### config.mk
export PLATFORM = sky130hd
export DESIGN_NAME = dpll_recover
export DESIGN_NICKNAME = d
export VERILOG_FILES = /design/src/rtl/dpll_pkg.sv /design/src/rtl/dpll_edge_sync.sv /design/src/rtl/dpll_mode_fsm.sv /design/src/rtl/dpll_phase_ctr.sv /design/src/rtl/dpll_recover.sv
export SDC_FILE = /design/constraint.sdc
export NUM_CORES = 1
export LEC_CHECK = 0
export ABC_AREA = 1
export CORE_MARGIN = 8
export CORE_UTILIZATION = 35
export CTS_CLUSTER_DIAMETER = 80
export DETAILED_ROUTE_END_ITERATION = 16
export GPL_ROUTABILITY_DRIVEN = 0
export GPL_TIMING_DRIVEN = 0
export HOLD_SLACK_MARGIN = 0.03
export PLACE_DENSITY = 0.66
export SLEW_MARGIN = 20
export SYNTH_ARGS = -nofsm -noshare
export SYNTH_HDL_FRONTEND = slang
export SYNTH_SLANG_ARGS = --single-unit
### constraint.sdc
create_clock -name clk -period 2.3 [get_ports clk]
set_clock_uncertainty 0.1 [all_clocks]
set_input_delay 0.46 -clock clk [delete_from_list [all_inputs] [get_ports clk]]
set_output_delay 0.46 -clock clk [all_outputs]
set_load 0.005 [all_outputs]
### src/rtl/dpll_pkg.sv
package dpll_pkg;
    typedef enum logic {
        ST_SEARCH = 1'b0,
        ST_TRACK  = 1'b1
    } dpll_state_t;

    localparam int MIN_LOG2 = 3;             // smallest ratio is 2**3 = 8
    localparam int CNT_W    = MIN_LOG2 + 2;  // phase wide enough for 32
endpackage

### src/rtl/dpll_edge_sync.sv
module dpll_edge_sync #(
    parameter int STAGES = 2
) (
    input  logic clk,
    input  logic rst_n,
    input  logic tick,
    input  logic din,
    output logic dout,
    output logic edge_o
);
    logic [STAGES-1:0] chain;
    logic              prev;

    generate
        for (genvar i = 0; i < STAGES; i++) begin : g_stage
            always_ff @(posedge clk or negedge rst_n) begin
                if (!rst_n)
                    chain[i] <= 1'b0;
                else if (tick)
                    chain[i] <= (i == 0) ? din : chain[(i == 0) ? 0 : i-1];
            end
        end
    endgenerate

    always_ff @(posedge clk or negedge rst_n) begin
        if (!rst_n)
            prev <= 1'b0;
        else if (tick)
            prev <= chain[STAGES-1];
    end

    assign dout   = chain[STAGES-1];
    assign edge_o = chain[STAGES-1] ^ prev;

    // synchronizer frozen without a tick
    p_sync_hold_r11: assert property (@(posedge clk) disable iff (!rst_n)
        !tick |=> $stable(dout));
endmodule

### src/rtl/dpll_mode_fsm.sv
module dpll_mode_fsm
    import dpll_pkg::*;
(
    input  logic        clk,
    input  logic        rst_n,
    input  logic        enable,
    input  logic        tick,
    input  logic        edge_i,
    output dpll_state_t state_o,
    output logic        tracking
);
    dpll_state_t state_q, state_d;

    always_ff @(posedge clk or negedge rst_n) begin
        if (!rst_n) state_q <= ST_SEARCH;
        else        state_q <= state_d;
    end

    always_comb begin
        state_d = state_q;
        unique case (state_q)
            ST_SEARCH: if (enable && tick && edge_i) state_d = ST_TRACK; // lock
            ST_TRACK:  if (!enable)                  state_d = ST_SEARCH; // drop
            default:   state_d = ST_SEARCH;
        endcase
    end

    always_comb begin
        state_o  = state_q;
        tracking = (state_q == ST_TRACK);
    end

    p_disable_search_r10: assert property (@(posedge clk) disable iff (!rst_n)
        !enable |=> !tracking);
    p_notick_state_r11: assert property (@(posedge clk) disable iff (!rst_n)
        (enable && !tick) |=> $stable(state_q));
endmodule

### src/rtl/dpll_phase_ctr.sv
module dpll_phase_ctr
    import dpll_pkg::*;
(
    input  logic             clk,
    input  logic             rst_n,
    input  logic             enable,
    input  logic             tick,
    input  dpll_state_t      state_i,
    input  logic             edge_i,
    input  logic             data_i,
    input  logic [1:0]       rate_sel,
    output logic [CNT_W-1:0] phase_o,
    output logic             strobe_o,
    output logic             bit_o,
    output logic             clk_o
);
    localparam int W1 = CNT_W + 1;

    logic [CNT_W-1:0] phase_q, phase_d;
    logic [W1-1:0]    n_ticks, half, ph_ext, inc1, inc2;
    logic             at_mid;

    always_comb begin
        unique case (rate_sel)
            2'b00:   n_ticks = W1'(1) << MIN_LOG2;
            2'b01:   n_ticks = W1'(1) << (MIN_LOG2 + 1);
            default: n_ticks = W1'(1) << (MIN_LOG2 + 2);
        endcase
        half   = n_ticks >> 1;
        ph_ext = {1'b0, phase_q};
        inc1   = (ph_ext + W1'(1) >= n_ticks) ? '0 : ph_ext + W1'(1);
        inc2   = (ph_ext + W1'(2) >= n_ticks) ? ph_ext + W1'(2) - n_ticks
                                              : ph_ext + W1'(2);
        at_mid = (ph_ext == half);
    end

    always_comb begin
        phase_d = phase_q;
        if (!enable)
            phase_d = '0;
        else if (tick) begin
            unique case (state_i)
                ST_SEARCH: phase_d = edge_i ? CNT_W'(1) : '0;
                ST_TRACK: begin
                    if (edge_i && ph_ext != '0 && ph_ext < half)
                        phase_d = phase_q;              // late edge: lengthen
                    else if (edge_i && ph_ext >= half)
                        phase_d = inc2[CNT_W-1:0];      // early edge: shorten
                    else
                        phase_d = inc1[CNT_W-1:0];
                end
                default: phase_d = '0;
            endcase
        end
    end

    always_ff @(posedge clk or negedge rst_n) begin
        if (!rst_n) begin
            phase_q  <= '0;
            strobe_o <= 1'b0;
            bit_o    <= 1'b0;
        end else begin
            phase_q  <= phase_d;
            strobe_o <= 1'b0;
            if (enable && tick && state_i == ST_TRACK && at_mid) begin
                strobe_o <= 1'b1;
                bit_o    <= data_i;
            end
        end
    end

    assign phase_o = phase_q;
    assign clk_o   = (state_i == ST_TRACK) && (ph_ext >= half);

    p_search_zero_r3: assert property (@(posedge clk) disable iff (!rst_n)
        (state_i == ST_SEARCH) |-> (phase_q == '0));
    p_first_edge_r3: assert property (@(posedge clk) disable iff (!rst_n)
        (enable && tick && state_i == ST_SEARCH && edge_i) |=> (phase_q == CNT_W'(1)));
    p_ontime_r6: assert property (@(posedge clk) disable iff (!rst_n)
        (enable && tick && state_i == ST_TRACK && edge_i && phase_q == '0) |=> (phase_q == CNT_W'(1)));
    p_late_hold_r4: assert property (@(posedge clk) disable iff (!rst_n)
        (enable && tick && state_i == ST_TRACK && edge_i && phase_q != '0 && ph_ext < half) |=> $stable(phase_q));
    p_strobe_single_r7: assert property (@(posedge clk) disable iff (!rst_n)
        strobe_o |=> !strobe_o);
    p_strobe_track_r7: assert property (@(posedge clk) disable iff (!rst_n)
        strobe_o |-> (state_i == ST_TRACK));
    p_notick_phase_r11: assert property (@(posedge clk) disable iff (!rst_n)
        (enable && !tick) |=> $stable(phase_q));
endmodule

### src/rtl/dpll_recover.sv
module dpll_recover
    import dpll_pkg::*;
#(
    parameter int SYNC_STAGES = 2
) (
    input  logic       clk,
    input  logic       rst_n,
    input  logic       enable,
    input  logic       os_tick,
    input  logic [1:0] rate_sel,
    input  logic       bypass,
    input  logic       ext_clk,
    input  logic       rx_data,
    output logic       rec_clk,
    output logic       bit_strobe,
    output logic       bit_data,
    output logic       tracking
);
    logic             data_s, edge_s, loop_clk;
    dpll_state_t      state;
    logic [CNT_W-1:0] phase;

    dpll_edge_sync #(.STAGES(SYNC_STAGES)) u_sync (
        .clk(clk), .rst_n(rst_n), .tick(os_tick), .din(rx_data),
        .dout(data_s), .edge_o(edge_s)
    );

    dpll_mode_fsm u_fsm (
        .clk(clk), .rst_n(rst_n), .enable(enable), .tick(os_tick),
        .edge_i(edge_s), .state_o(state), .tracking(tracking)
    );

    dpll_phase_ctr u_ctr (
        .clk(clk), .rst_n(rst_n), .enable(enable), .tick(os_tick),
        .state_i(state), .edge_i(edge_s), .data_i(data_s),
        .rate_sel(rate_sel), .phase_o(phase), .strobe_o(bit_strobe),
        .bit_o(bit_data), .clk_o(loop_clk)
    );

    assign rec_clk = bypass ? ext_clk : loop_clk;

    p_no_strobe_search_r3: assert property (@(posedge clk) disable iff (!rst_n)
        !tracking |-> !bit_strobe);
    p_bypass_idle_r9: assert property (@(posedge clk) disable iff (!rst_n)
        (!bypass && !tracking) |-> !rec_clk);
endmodule

==> flow_results.org <==
** CTS
- TritonCTS built the clock tree.
- Hold-fix buffer count after cts :: 0
- Counting along the longest clock path gives a buffer depth of 2.
- CTS placed an instance of clkbuf_4 at the clock tree root.
- After clock tree synthesis, the clock-pin slew on the worst setup and hold paths is about 0.07 ns.
- Insertion delay of the later-clocked pin in the worst-skew pair :: around 0.26 ns
- Buffers inserted during clock tree synthesis total 3.
- The clock drives 11 sinks.
- Number of levels the H-tree was split into :: 1

** Synth
- Count of different cell masters after synthesis :: 19
- After synthesis the netlist holds a flip-flop and latch count of 11.
- Number of synthesized flops with an enable pin :: 0
- Avg Inst Size Synth :: 6.57 sq um
- Synthesized net count :: 177
- Synth async-reset ratio :: 100%
- Counting instances in the post-synthesis netlist gives the leading cell types as nand2_1, inv_1, nor2_1.
- Cell taking the most area after synthesis :: dfrtp_1
- Share of the synthesized area in the top cell type :: 27.2%
- Most used DFF post-synth :: dfrtp_1
- Synthesis produced between 150 and 200 cells.
- Fraction of the yosys area taken by sequential cells :: 27.2%
- The cell area that synthesis handed to floorplanning was 1010 sq um.
- Largest cells by area after synthesis :: dfrtp_1, nand2_1, ha_1
- Yosys synthesis warning count :: 0
- Among all cell types in the netlist, the one instantiated most often is nand2_1.

** Power and ir drop
- Dividing total power by cell area gives a power density of 422 nW/um^2.
- IR analysis of the VDD net gives a maximum drop of 0.354 mV.
- Total power of the final layout :: 0.000525 W
- Reported leakage power :: 0.678 nW

** Worst setup path
- Setup slack on the worst reg-to-reg path comes out at about 0.18 ns.
- Reg2reg start :: u_ctr.phase_o[0]$_DFFE_PN0P_
- CP Capture Type :: output pin
- Counting cells, the worst reg-to-reg path comes to 11.
- Data arrives at the worst endpoint at 1.65 ns.
- Worst path required time :: 1.74 ns
- The worst setup path is launched from an input pin.
- Along the worst path, the maximum fanout reaches 3.
- The critical path is of the input pin to output pin type.
- The most critical setup path has its endpoint at rec_clk.
- Capturing point of the worst reg2reg path :: u_ctr.phase_o[3]$_DFFE_PN0P_
- Tracing the worst setup path back leads to its startpoint at rate_sel[0].

** Detailed routing
- Wire length after detailed routing :: 2240 um
- In the final routed layout, each cell accounts on average for 11.0 um.
- Number of remaining DRC errors :: 0
- In this run, the number of DRC markers left after iteration 0 of detailed routing was 68.
- Antenna violation net count after detailed routing :: 0
- DRT Pass-1 Iters :: 4
- Overall via count from detail_route :: 984
- Using the TritonRoute via totals, the vias-per-cell ratio works out to 4.85.

** Timing
- Share of the clock period used by the worst path after layout :: 96.3%
- Based on the critical path, the design can be clocked at up to 452 MHz.
- Final Hold Slack :: around 0.38 ns
- Relative slew margins :: between 60% and 70%
- Slew Limit Fails :: 0
- Hold violation count in the final report :: 0
- Total setup violations reported at the end of the flow :: 0
- For the pin with the worst max-slew slack, the measured transition is 0.495 ns.
- Subtracting the final worst setup slack from the clock period gives between 2 and 2.5 ns.

** Final layout
- The repair_antennas step left the layout with diodes totalling 0.
- After filler insertion, the fill cell instance count of the layout stands at 285.
- Fraction of final layout cells sized beyond drive strength 1 :: 16.3%
- After the last flow step, the layout net total stands at 196.
- Registers take 279 sq um.
- Relative to the synthesized area, the layout overhead comes to 23.1%.
- Cell area after layout :: 1250 sq um
- In the final layout, the multi-input gates occupy slightly below 700 sq um.

** GRT
- Wire length of the first global-routing pass :: around 4000 um
- After global routing the overflow that remains totals 0.
- The via count of the first global-routing pass was 973.
- Entering global routing, the biggest net connects 12 pins.
- The initial antenna violation count came to 0.
- Global routing used 9.58% of the available tracks.

** Floorplan
- Chip width :: 69.8 um
- Die Outline Area :: 4870 sq um
- After floorplanning, the core was sized to cover 2760 sq um.
- In this run the core area contains 19 standard-cell rows.
- For this design the top-level I/O count stands at 13.
- Initial core utilization :: 36.7%
- Die Height :: 69.8 um

** Outcome
- The flow ran to the end, and the final reports show no timing, DRC or antenna violations.

** Min path
- Type of the worst min-delay path :: flip-flop to flip-flop
- Min-Delay Path Depth :: 2

** Flow run
- Count of maximum capacitance violations :: 0

** Place
- Post-place instance area :: between 1000 and 1500 sq um
- The HPWL after detailed placement is 1770 um.
- Port buffering added 12 buffers.
-- flip-flops by register name (all words and copies together) (netlist names) --
name and flops:
u_ctr.bit_o 1, u_ctr.phase_o 5, u_ctr.strobe_o 1, u_fsm.state_o 1, u_sync.chain 1, u_sync.dout 1
u_sync.prev 1
-- cell families after synthesis --
kind of cell | count (synthesis) | synth area share, %
DFF | 11 | 27.2
and+or+nand+nor | 87 | 35.6
adders and majority gates | 14 | 17.3
AOI/OAI and AO/OA | 16 | 8.77
buffers and inverters | 23 | 8.53
xor gates and xnor gates | 3 | 2.60
-- what timing repair did --
item / CTS / global route
setup buffers: 1 / 1
gates resized for setup: 13 / 8
endpoints found under the setup margin: 1 / 5
pin swaps: 1 / 1
-- how the worst min path moves through the flow --
stage	slack (ns)	endpoint	start
finish	0.38	u_sync.chain[0]$_DFFE_PN0P_	u_sync.chain[0]$_DFFE_PN0P_
global placement	0.36	u_sync.chain[0]$_DFFE_PN0P_	u_sync.chain[0]$_DFFE_PN0P_
CTS	0.38	u_sync.chain[0]$_DFFE_PN0P_	u_sync.chain[0]$_DFFE_PN0P_
detailed placement	0.36	u_sync.chain[0]$_DFFE_PN0P_	u_sync.chain[0]$_DFFE_PN0P_
global route	0.42	u_sync.chain[0]$_DFFE_PN0P_	u_sync.chain[0]$_DFFE_PN0P_
floorplan	0.06	u_ctr.bit_o$_DFFE_PN0P_	rst_n
-- placed cells by master, fill, tap and decap left out, types with 2 or more instances in the layout --
master           count
a21oi_1              2
buf_4                2
clkbuf_4             3
clkdlybuf4s50_1      9
dfrtp_1              8
dfrtp_2              3
ha_1                13
inv_1               19
inv_2                4
nand2_1             53
nand2_2              4
nand3_1              9
nand3_2              2
nor2_1              14
nor2_2               2
o211ai_1             2
o21ai_0              6
o21ai_1              4
-- routing by layer --
| layer | up-vias | global-route usage [%] | part of all wire (%) |
|---|---|---|---|
| li1 | 518 | - | - |
| met1 | 432 | 12.2 | 47 |
| met2 | 27 | 15.2 | 46 |
| met3 | 7 | 1.72 | 4.5 |
| met4 | 0 | 4.24 | 2.5 |
| met5 | - | 0 | 0 |
-- report_power, final --
part,internal [W],total (W),leakage (nW),switching (W)
registers,0.000211,0.000228,0.142,0.0000170
clock network,0.0000671,0.000130,0.0150,0.0000630
logic,0.0000725,0.000168,0.520,0.0000953
total,0.000350,0.000525,0.678,0.000175
-- worst max-delay path, stage by stage --
cell           delay [ns]
dlygate4sd2_1        0.28
nor2_1               0.07
ha_1                 0.28
nand2_1              0.05
inv_1                0.06
nand2_2              0.06
nand3_2              0.07
nand2_1              0.06
o21ai_1              0.13
buf_2                0.13
-- cell type report --
type	instances	area share [%]
Inverter	23	6.93
Timing Repair Buffer	14	9.94
Tap cell	31	3.11
Multi-Input combinational cell	120	55.5
Clock buffer	4	2.11
Sequential cell	11	22.4
-- through the flow --
step	instances	worst slack (ns)	utilization [%]	TNS [ns]
2_1_floorplan	154	0.367	-	0
4_1_cts	202	0.0286	44.5	0
3_5_place_dp	197	-0.763	42.5	-1.57
5_1_grt	203	-0.00395	45.2	-0.00395
6_report	203	0.0861	45.2	0
3_3_place_gp	197	-0.757	42.5	-1.54
(Power assumes the default switching activity.)
